$ cat src/rtl/init_pkg.sv
package init_pkg;

  localparam logic [6:0] ADDR_BASE = 7'b1000010;

  typedef struct packed {
    logic [7:0] pwm_div;
    logic [3:0] kp_rows;
    logic [3:0] kp_cols;
    logic       mux_en;
    logic       irq_en;
    logic       irq_act_hi;
    logic [3:0] debounce;
    logic [9:0] active_ms;
  } cfg_t;

  localparam cfg_t CFG_DEFAULT = '{
    pwm_div:    8'd64,
    kp_rows:    4'd3,
    kp_cols:    4'd3,
    mux_en:     1'b0,
    irq_en:     1'b1,
    irq_act_hi: 1'b0,
    debounce:   4'd3,
    active_ms:  10'd500
  };

  // Microseconds to clock cycles, rounded up, at least one cycle.
  function automatic int cycles_for(input longint hz, input longint us);
    longint c;
    c = (hz * us + 64'sd999999) / 64'sd1000000;
    if (c < 1) c = 1;
    return int'(c);
  endfunction

  // Strap code to 7-bit slave address.
  function automatic logic [6:0] addr_for(input logic [1:0] sel);
    return ADDR_BASE + {5'b00000, sel};
  endfunction

endpackage

$ cat src/rtl/strap_addr_latch.sv
module strap_addr_latch
  import init_pkg::*;
(
  input  logic       clk,
  input  logic       rst_n,
  input  logic [1:0] straps,
  output logic [6:0] addr,
  output logic [7:0] byte_wr,
  output logic [7:0] byte_rd
);

  // Follows the straps only while reset is low; frozen once it is high.
  always_ff @(posedge clk) begin
    if (!rst_n) begin
      addr    <= addr_for(straps);
      byte_wr <= {addr_for(straps), 1'b0};
      byte_rd <= {addr_for(straps), 1'b1};
    end
  end

  a_r2_addr_frozen: assert property (@(posedge clk) disable iff (!rst_n)
    $stable(addr) && $stable(byte_wr) && $stable(byte_rd));

  a_r1_dir_bit: assert property (@(posedge clk) disable iff (!rst_n)
    (byte_wr[7:1] == byte_rd[7:1]) && !byte_wr[0] && byte_rd[0]);

endmodule

$ cat src/rtl/dly_timer.sv
module dly_timer #(
  parameter int CYCLES     = 100,
  parameter bit START_BUSY = 1'b0
) (
  input  logic clk,
  input  logic rst_n,
  input  logic start,
  input  logic abort,
  output logic expire,
  output logic busy
);

  localparam int CW = $clog2(CYCLES + 1);
  localparam logic [CW-1:0] LOAD = CW'(CYCLES - 1);

  logic [CW-1:0] cnt;

  // Abort beats start, and start beats expiry, so a restart never fires early.
  assign expire = busy && (cnt == '0) && !start && !abort;

  always_ff @(posedge clk or negedge rst_n) begin
    if (!rst_n) begin
      busy <= START_BUSY;
      cnt  <= LOAD;
    end else if (abort) begin
      busy <= 1'b0;
    end else if (start) begin
      busy <= 1'b1;
      cnt  <= LOAD;
    end else if (busy) begin
      if (cnt == '0) busy <= 1'b0;
      else           cnt  <= cnt - 1'b1;
    end
  end

  a_r3_cnt_range: assert property (@(posedge clk) disable iff (!rst_n)
    busy |-> (cnt <= LOAD));

  a_r6_restart_load: assert property (@(posedge clk) disable iff (!rst_n)
    (start && !abort) |=> (busy && cnt == LOAD && !expire));

endmodule

$ cat src/rtl/init_seq.sv
module init_seq (
  input  logic       clk,
  input  logic       rst_n,
  input  logic       cmd_wrcfg,
  input  logic       cmd_rdint,
  input  logic       assert_expire,
  input  logic       release_expire,
  output logic       irq_n,
  output logic       noinit,
  output logic [7:0] int_code,
  output logic       int_vld
);

  always_ff @(posedge clk or negedge rst_n) begin
    if (!rst_n) begin
      irq_n    <= 1'b1;
      noinit   <= 1'b1;
      int_code <= 8'h00;
      int_vld  <= 1'b0;
    end else begin
      if (assert_expire)       irq_n <= 1'b0;
      else if (release_expire) irq_n <= 1'b1;
      if (cmd_wrcfg) noinit <= 1'b0;
      int_vld <= cmd_rdint;
      if (cmd_rdint) int_code <= {7'b0000000, noinit};
    end
  end

  a_r3_fall_on_expire: assert property (@(posedge clk) disable iff (!rst_n)
    $fell(irq_n) |-> $past(assert_expire));

  a_r4_rise_on_release: assert property (@(posedge clk) disable iff (!rst_n)
    $rose(irq_n) |-> $past(release_expire));

  a_r5_no_assert_after_cmd: assert property (@(posedge clk) disable iff (!rst_n)
    (cmd_wrcfg && irq_n) |=> irq_n);

  a_r8_noinit_sticky: assert property (@(posedge clk) disable iff (!rst_n)
    !noinit |=> !noinit);

  a_r7_read_strobe: assert property (@(posedge clk) disable iff (!rst_n)
    cmd_rdint |=> (int_vld && int_code[0] == $past(noinit) && int_code[7:1] == 7'd0));

endmodule

$ cat src/rtl/cfg_defaults.sv
module cfg_defaults
  import init_pkg::*;
(
  input  logic clk,
  input  logic rst_n,
  output cfg_t cfg
);

  always_ff @(posedge clk or negedge rst_n) begin
    if (!rst_n) cfg <= CFG_DEFAULT;
    else        cfg <= cfg;
  end

  a_r9_defaults_hold: assert property (@(posedge clk) disable iff (!rst_n)
    $stable(cfg));

endmodule

$ cat src/rtl/init_irq_ctrl.sv
module init_irq_ctrl
  import init_pkg::*;
#(
  parameter longint CLK_HZ     = 10000000,
  parameter longint ASSERT_US  = 100,
  parameter longint RELEASE_US = 90
) (
  input  logic       clk,
  input  logic       rst_n,
  input  logic       strap_hi,
  input  logic       strap_lo,
  input  logic       cmd_wrcfg,
  input  logic       cmd_rdint,
  output logic       irq_n,
  output logic       noinit,
  output logic [7:0] int_code,
  output logic       int_vld,
  output logic [6:0] bus_addr,
  output logic [7:0] addr_byte_wr,
  output logic [7:0] addr_byte_rd,
  output logic [7:0] cfg_pwm_div,
  output logic [3:0] cfg_kp_rows,
  output logic [3:0] cfg_kp_cols,
  output logic       cfg_mux_en,
  output logic       cfg_irq_en,
  output logic       cfg_irq_act_hi,
  output logic [3:0] cfg_debounce,
  output logic [9:0] cfg_active_ms
);

  localparam int N_ASSERT  = cycles_for(CLK_HZ, ASSERT_US);
  localparam int N_RELEASE = cycles_for(CLK_HZ, RELEASE_US);

  logic assert_expire, assert_busy;
  logic release_expire, release_busy;
  cfg_t cfg;

  strap_addr_latch u_addr (
    .clk(clk), .rst_n(rst_n), .straps({strap_hi, strap_lo}),
    .addr(bus_addr), .byte_wr(addr_byte_wr), .byte_rd(addr_byte_rd)
  );

  // Runs from reset release; a configuration command cancels it.
  dly_timer #(.CYCLES(N_ASSERT), .START_BUSY(1'b1)) u_assert_tmr (
    .clk(clk), .rst_n(rst_n), .start(1'b0), .abort(cmd_wrcfg),
    .expire(assert_expire), .busy(assert_busy)
  );

  // Started, or restarted, by each configuration command.
  dly_timer #(.CYCLES(N_RELEASE), .START_BUSY(1'b0)) u_release_tmr (
    .clk(clk), .rst_n(rst_n), .start(cmd_wrcfg), .abort(1'b0),
    .expire(release_expire), .busy(release_busy)
  );

  init_seq u_seq (
    .clk(clk), .rst_n(rst_n), .cmd_wrcfg(cmd_wrcfg), .cmd_rdint(cmd_rdint),
    .assert_expire(assert_expire), .release_expire(release_expire),
    .irq_n(irq_n), .noinit(noinit), .int_code(int_code), .int_vld(int_vld)
  );

  cfg_defaults u_cfg (.clk(clk), .rst_n(rst_n), .cfg(cfg));

  assign cfg_pwm_div    = cfg.pwm_div;
  assign cfg_kp_rows    = cfg.kp_rows;
  assign cfg_kp_cols    = cfg.kp_cols;
  assign cfg_mux_en     = cfg.mux_en;
  assign cfg_irq_en     = cfg.irq_en;
  assign cfg_irq_act_hi = cfg.irq_act_hi;
  assign cfg_debounce   = cfg.debounce;
  assign cfg_active_ms  = cfg.active_ms;

  a_r5_timers_exclusive: assert property (@(posedge clk) disable iff (!rst_n)
    !(assert_busy && release_busy));

  a_r4_release_only_after_cmd: assert property (@(posedge clk) disable iff (!rst_n)
    release_busy |-> !noinit);

endmodule

$ cat config.mk
export PLATFORM = sky130hd
export DESIGN_NAME = init_irq_ctrl
export DESIGN_NICKNAME = d
export VERILOG_FILES = /design/src/rtl/init_pkg.sv /design/src/rtl/strap_addr_latch.sv /design/src/rtl/dly_timer.sv /design/src/rtl/init_seq.sv /design/src/rtl/cfg_defaults.sv /design/src/rtl/init_irq_ctrl.sv
export SDC_FILE = /design/constraint.sdc
export NUM_CORES = 1
export LEC_CHECK = 0
export BUFFER_PORTS_ARGS = -buffer_cell sky130_fd_sc_hd__buf_4
export CAP_MARGIN = 20
export CORE_MARGIN = 2
export CORE_UTILIZATION = 44
export DETAILED_ROUTE_END_ITERATION = 6
export GPL_TIMING_DRIVEN = 0
export HOLD_SLACK_MARGIN = 0.05
export PLACE_DENSITY = 0.76
export SYNTH_ARGS = -nofsm -noshare
export SYNTH_HDL_FRONTEND = slang
export SYNTH_SLANG_ARGS = --single-unit
$ cat constraint.sdc
create_clock -name clk -period 2.1 [get_ports clk]
set_input_delay 0.315 -clock clk [delete_from_list [all_inputs] [get_ports clk]]
set_output_delay 0.315 -clock clk [all_outputs]
set_load 0.03 [all_outputs]
* After elaboration in Yosys (flattened, before gate mapping)
Cells that the tools add are included.
** Word-level totals
- Output and inout port bits :: 67
- Flip-flop bits (word level) :: 33
- Bits of input ports :: 6
- Memories :: 0
- Logic and storage cells :: 37
- RAM bits :: 0
- Latch bits :: 0
- ROM bits :: 0
** Operators by class
- $lt $le $gt $ge :: 0
- Multiplexer cells :: 11
- Div/mod/pow operators :: 0
- Eq/ne operators :: 1
- Reduce and logical (&&, ||, !) cells :: 11
- Add/sub/neg operators :: 3
- Multiply operators :: 0
- Bitwise logic cells :: 2
- Shift operators :: 0
** Operator list (number)
- 10-bit 2-to-1 mux :: 3
- 10-bit logical NOT :: 2
- 10-bit by 1-bit subtractor with 10-bit output, second input constant :: 2
- 1-bit 2-to-1 mux :: 8
- 7-bit by 2-bit adder with 7-bit output, first input constant :: 1
- 1-bit logical AND :: 4
- 2-bit nonzero test :: 2
- 3-bit AND reduction :: 1
- 2-bit inequality test, second input constant :: 1
- 1-bit inverter :: 2
- 2-bit AND reduction :: 1
- 1-bit logical NOT :: 1

* Logic depth before layout (Yosys ltp)
- Depth in word-level cells :: 5
- Depth in mapped cells :: 6
- Gate-level depth less buffers :: 6

* Hierarchy
A second synthesis with hierarchy kept.
** Second synthesis, totals
- Cell total of the unflattened synthesis :: 221
- Area total of the unflattened synthesis :: 2048.2 sq um
** By module, submodules not included
- dly_timer (u_release_tmr) :: times used 1, area each 684.4 sq um, sequential area each 281.5 sq um, cells each 73
- dly_timer (u_assert_tmr) :: times used 1, area each 659.4 sq um, sequential area each 286.5 sq um, cells each 70
- cfg_defaults :: times used 1, area each 255.2 sq um, sequential area each 0.0 sq um, cells each 35
- strap_addr_latch :: times used 1, area each 255.2 sq um, sequential area each 90.1 sq um, cells each 27
- init_seq :: times used 1, area each 190.2 sq um, sequential area each 102.6 sq um, cells each 15
- init_irq_ctrl :: times used 1, area each 3.8 sq um, sequential area each 0.0 sq um, cells each 1

* Worst setup path after synthesis
No wires, ideal clock.
- Kind :: register to register
- Start point :: register u_assert_tmr.busy
- End point :: register u_assert_tmr.cnt[7]
- Path slack :: 0.107 ns
- Setup time :: 0.075 ns
- Data arrival time :: 1.918 ns
- Stages on the path, launching flop included :: 5
- Clock period less this slack :: 1.993 ns
- Path buffers :: 0
- Data required time :: 2.025 ns
- Cell sequence :: dfstp_2 or4b_4 or4_4 a2111oi_4 xor2_1
** On the way
- Longest elaborated chain between the ends :: 1
** RTL lines
- start: declaration :: RTL line dly_timer.sv:10 : output logic busy
- start signal: assignment :: RTL line dly_timer.sv:23 : busy <= START_BUSY;
- start signal: assignment :: RTL line dly_timer.sv:26 : busy <= 1'b0;
- start signal: assignment :: RTL line dly_timer.sv:28 : busy <= 1'b1;
- 3-bit AND reduction (no line)
- end signal: assignment :: RTL line dly_timer.sv:32 : else cnt <= cnt - 1'b1;
- end: declaration :: RTL line dly_timer.sv:16 : logic [CW-1:0] cnt;
Every way passes these cells.
A chain may end at the register's enable or synchronous reset.

* Worst setup path after layout
- Start point :: register u_release_tmr.cnt[0]
- End point :: register u_release_tmr.cnt[7]
** On the way
- Longest elaborated chain between the ends :: 4
- Elaborated cells between the ends (all ways) :: 7
- Those cells by class :: 1 x add/sub; 1 x eq/ne; 3 x mux; 2 x reduce/logical
** RTL lines
- start: declaration :: RTL line dly_timer.sv:16
- start signal: assignment :: RTL line dly_timer.sv:32
- 10-bit by 1-bit subtractor with 10-bit output :: RTL line dly_timer.sv:32
- 10-bit 2-to-1 mux :: RTL line dly_timer.sv:31 : if (cnt == '0) busy <= 1'b0;
- 10-bit 2-to-1 mux :: RTL line dly_timer.sv:30 : end else if (busy) begin
- 10-bit 2-to-1 mux :: RTL line dly_timer.sv:27 : end else if (start) begin
Parallel ways exist; a longest one is shown, timed or not. The select of a mux whose other input is x is not followed.

==> impl_summary.txt <==
----------------------------------------------------
[STA]
  Worst-case clock skew ... roughly 0.0041 ns
  Normalized max-slew margin ... between 60% and 70%
  Period utilisation layout ... 94.1%
  Measured slew at the worst slew-check pin ... 0.568 ns
  RSZ-0062 raised after global routing ... false
  Number of max-slew violations in the final report ... 0
  Final Hold Vio Count ... 0
  Final number of setup-violating endpoints ... 0
  Highest attainable clock frequency ... roughly 510 MHz
  Fin Hold WS ... 0.153 ns
  Tmin final ... 1.98 ns

[Synthesis]
  Number of synthesized flops with an enable pin ... 3
  Most frequently used cell type in the post-synthesis netlist ... sky130_fd_sc_hd__buf_4
  Netlist area before placement ... 1880 um^2
  List of most frequent post-synthesis cells ... 60 x sky130_fd_sc_hd__buf_4, 16 x sky130_fd_sc_hd__dfstp_2, 11 x sky130_fd_sc_hd__nor2_1
  Top FF cell, synth ... sky130_fd_sc_hd__dfstp_2
  Share of the synthesized area in the top cell type ... 24.0%
  Post-synth ARST share ... 89.7%
  Library cell with the largest summed area after synthesis ... sky130_fd_sc_hd__buf_4
  Number of instances in the synthesized netlist ... around 190
  Main area contributors after synthesis ... sky130_fd_sc_hd__buf_4 24%, sky130_fd_sc_hd__dfstp_2 22%, sky130_fd_sc_hd__dfrtp_1 13%
  Synthesized area per cell ... between 9 and 10 um^2
  Synth unique cells ... 39
  Sequential element share of the synthesized area ... approximately 41%
  Post-synthesis sequential element count ... 29
  Synth warn ... 0

[Placed design]
  Post-detailed-placement cell area ... about 2300 um^2
  Placer's final routability congestion estimate ... 0.819
  Count of buffers from port buffering ... 18
  Total half-perimeter wirelength after legalization and detailed placement ... about 2.3 mm

[Cells and area]
  Final net count ... around 280
  Layout-stage area growth over the synthesis result ... 26.8%
  Post-layout utilization of the core ... between 50% and 60%
  Fraction of layout cells with a size suffix above 1 ... between 40% and 50%
  Antenna Diode Count ... 0
  Layout filler cell count ... 363
  Final std cell area, no fill ... between 2000 and 2500 um^2

[Floorplanning]
  Horizontal extent of the die ... 69.3 um
  Site row count ... 23
  Total I/O pin count ... 73
  Std-Cell Core Area ... 4060 um^2
  Area enclosed by the die boundary ... 4800 um^2
  Starting Density ... 46.3%
  Vertical extent of the die ... 69.3 um

[Power and ir drop]
  Part of the total power dissipated in sequential elements ... 43.9%
  Total power divided by cell area ... 579 nW/um^2
  Leakage power of the design ... 1.27 nW
  Switching power share of the total ... 31.7%
  Clock share of power ... 31.6%
  Total Power Consumption ... between 1 and 1.5 mW
  Worst IR drop on VDD ... between 200 and 300 uV
  Sw power ... 437 uW
  Fraction of power consumed by combinational cells ... 24.5%
  Internal ... 941 uW

[Clocking]
  CTS Buffer Depth ... 2
  Cts bufs inserted ... 5
  Clock tree from TritonCTS ... yes
  Cell at the root of the clock tree ... sky130_fd_sc_hd__clkbuf_8
  Worst-path clk slew ... 0.06 ns
  Clk sink count ... 29
  Clock network latency to the later pin of the worst-skew pair ... 0.28 ns
  H-tree depth reported by CTS ... 2

[Drt]
  Number of remaining DRC errors ... 0
  Antenna viol nets, final ... 0
  Number of vias per cell after detailed routing ... a little over 4
  Via count ... 1288
  Detailed Route Iter0 Violations ... 36
  Mean routed wirelength per cell ... 9.33 um
  Final WL ... slightly below 3 mm
  Number of search-and-repair iterations in the first detailed-routing pass ... 4

[Run status]
  Run status ... completed

[Critical path]
  R2R Path Start ... u_release_tmr.cnt[0]
  Crit path kind ... reg -> reg
  Crit-path max FO ... 6
  CP Launch Type ... register
  CP endpoint kind ... register
  Arrival time worst endpoint ... 2.18 ns
  Worst Path Required ... 2.30 ns
  Crit. Startpoint ... u_release_tmr.cnt[0]

[Global route]
  Global-route wire length before repair ... 4.98 mm
  Via count of the first global-routing pass ... 1102
  Pin count of the biggest net entering global routing ... 28
  Number of antenna violations at the first check in global routing ... 0
  GRT Util Overall ... roughly an eighth
  Total global routing overflow ... 0

[Worst hold path]
  Startpoint of the lowest-slack hold path ... cmd_rdint
  Kind of path behind the tightest hold check ... in -> reg

[Job]
  # Max-Cap Violations ... 0

----------------------------------------------------
==> stage by stage <==
step / instances / setup slack [ns] / setup TNS [ns]
3_3_place_gp: 309 / 0.000182 / 0
5_1_grt: 319 / 0.0342 / 0
3_5_place_dp: 309 / -0.0326 / -0.0326
6_report: 319 / 0.125 / 0
4_1_cts: 318 / 0.00488 / 0
2_1_floorplan: 241 / 0.107 / 0
==> sequential cells by signal, indices dropped and copies added (netlist names) <==
| signal | cells |
|---|---|
| u_seq.int_code | 1 |
| u_seq.irq_n | 1 |
| u_assert_tmr.busy | 1 |
| u_addr.addr | 3 |
| u_release_tmr.busy | 1 |
| u_seq.noinit | 1 |
| u_seq.int_vld | 1 |
| u_release_tmr.cnt | 10 |
| u_assert_tmr.cnt | 10 |
==> power by group through the flow <==
| stage | registers (mW) | logic (mW) | clock network (mW) |
|---|---|---|---|
| final | 0.604 | 0.338 | 0.436 |
| after global routing | 0.607 | 0.361 | 0.480 |
| after global placement | 0.612 | 0.331 | 0 |
| after detailed placement | 0.613 | 0.333 | 0 |
| after floorplan | 0.621 | 0.274 | 0 |
| after CTS | 0.604 | 0.335 | 0.451 |
==> cells by family after synthesis <==
family | after synthesis | synth area share [%]
compound gates | 20 | 8.73
xor+xnor | 8 | 3.73
fa+ha+maj | 2 | 1.33
buf+inv | 69 | 25.8
flops | 29 | 40.5
mux | 4 | 2.20
other cells | 2 | 0.400
simple gates | 55 | 17.3
==> routing by layer <==
metal	wire, um	track usage (%)	share of wire, %
met5	0	0	0
met4	59	6.54	2.0
met3	256	5.23	8.6
met2	1340	19.0	45
met1	1320	16.0	44
==> what timing repair did <==
| action | in CTS | in global routing |
|---|---|---|
| pin swaps | 0 | 2 |
| gates resized for setup | 1 | 0 |
| setup buffers | 0 | 1 |
| hold endpoints to repair | 10 | 0 |
| hold buffers | 1 | 0 |
| setup endpoints to repair | 1 | 1 |
==> worst max-delay path, cell delays in order, from the launching register on <==
cell                      delay [ns]
sky130_fd_sc_hd__dfstp_2        0.52
sky130_fd_sc_hd__inv_1          0.05
sky130_fd_sc_hd__ha_1           0.23
sky130_fd_sc_hd__nor4b_2        0.21
sky130_fd_sc_hd__a211o_1        0.35
sky130_fd_sc_hd__o21a_1         0.20
sky130_fd_sc_hd__or3_1          0.33
==> cell type report <==
type | instances | area [um^2] | area share [%]
repair buffers | 20 | 153 | 6.41
multi-input cells | 143 | 833 | 35.0
flip-flops and latches | 29 | 761 | 32.0
inverters | 8 | 30.0 | 1.26
clock inverters | 3 | 17.5 | 0.736
well taps | 50 | 62.6 | 2.63
plain buffers | 61 | 454 | 19.1
clock buffers | 5 | 68.8 | 2.89
==> worst paths after layout <==
kind,end,slack (ns),cells past startpoint
worst max-delay path,u_release_tmr.cnt[7],0.12,6
worst min-delay path,u_seq.int_vld,0.15,1
worst max register to register,u_release_tmr.cnt[7],0.12,6
worst min register to register,u_seq.noinit,0.49,1
max in group asynchronous,u_assert_tmr.busy,1.31,2
min in group asynchronous,u_release_tmr.cnt[2],0.48,2
==> cell usage in the layout (no fill, tap or decap), drive strengths merged, types with 3 or more instances in the layout <==
| cell type | Yosys | routed |
|---|---|---|
| dfstp | 16 | 16 |
| or4 | 3 | 3 |
| nor2b | 5 | 5 |
| nand2 | 6 | 6 |
| clkbuf | 1 | 6 |
| nand2b | 6 | 6 |
| or3 | 8 | 8 |
| nor2 | 11 | 11 |
| a21oi | 5 | 5 |
| mux2i | 3 | 3 |
| buf | 60 | 79 |
| inv | 8 | 8 |
| nor3 | 7 | 7 |
| conb | 2 | 54 |
| nor4 | 3 | 3 |
| xnor2 | 3 | 3 |
| xor2 | 5 | 5 |
| edfxtp | 3 | 3 |
| dfrtp | 10 | 10 |
| o21ai | 3 | 3 |
Power figures use the tool's default switching activity.
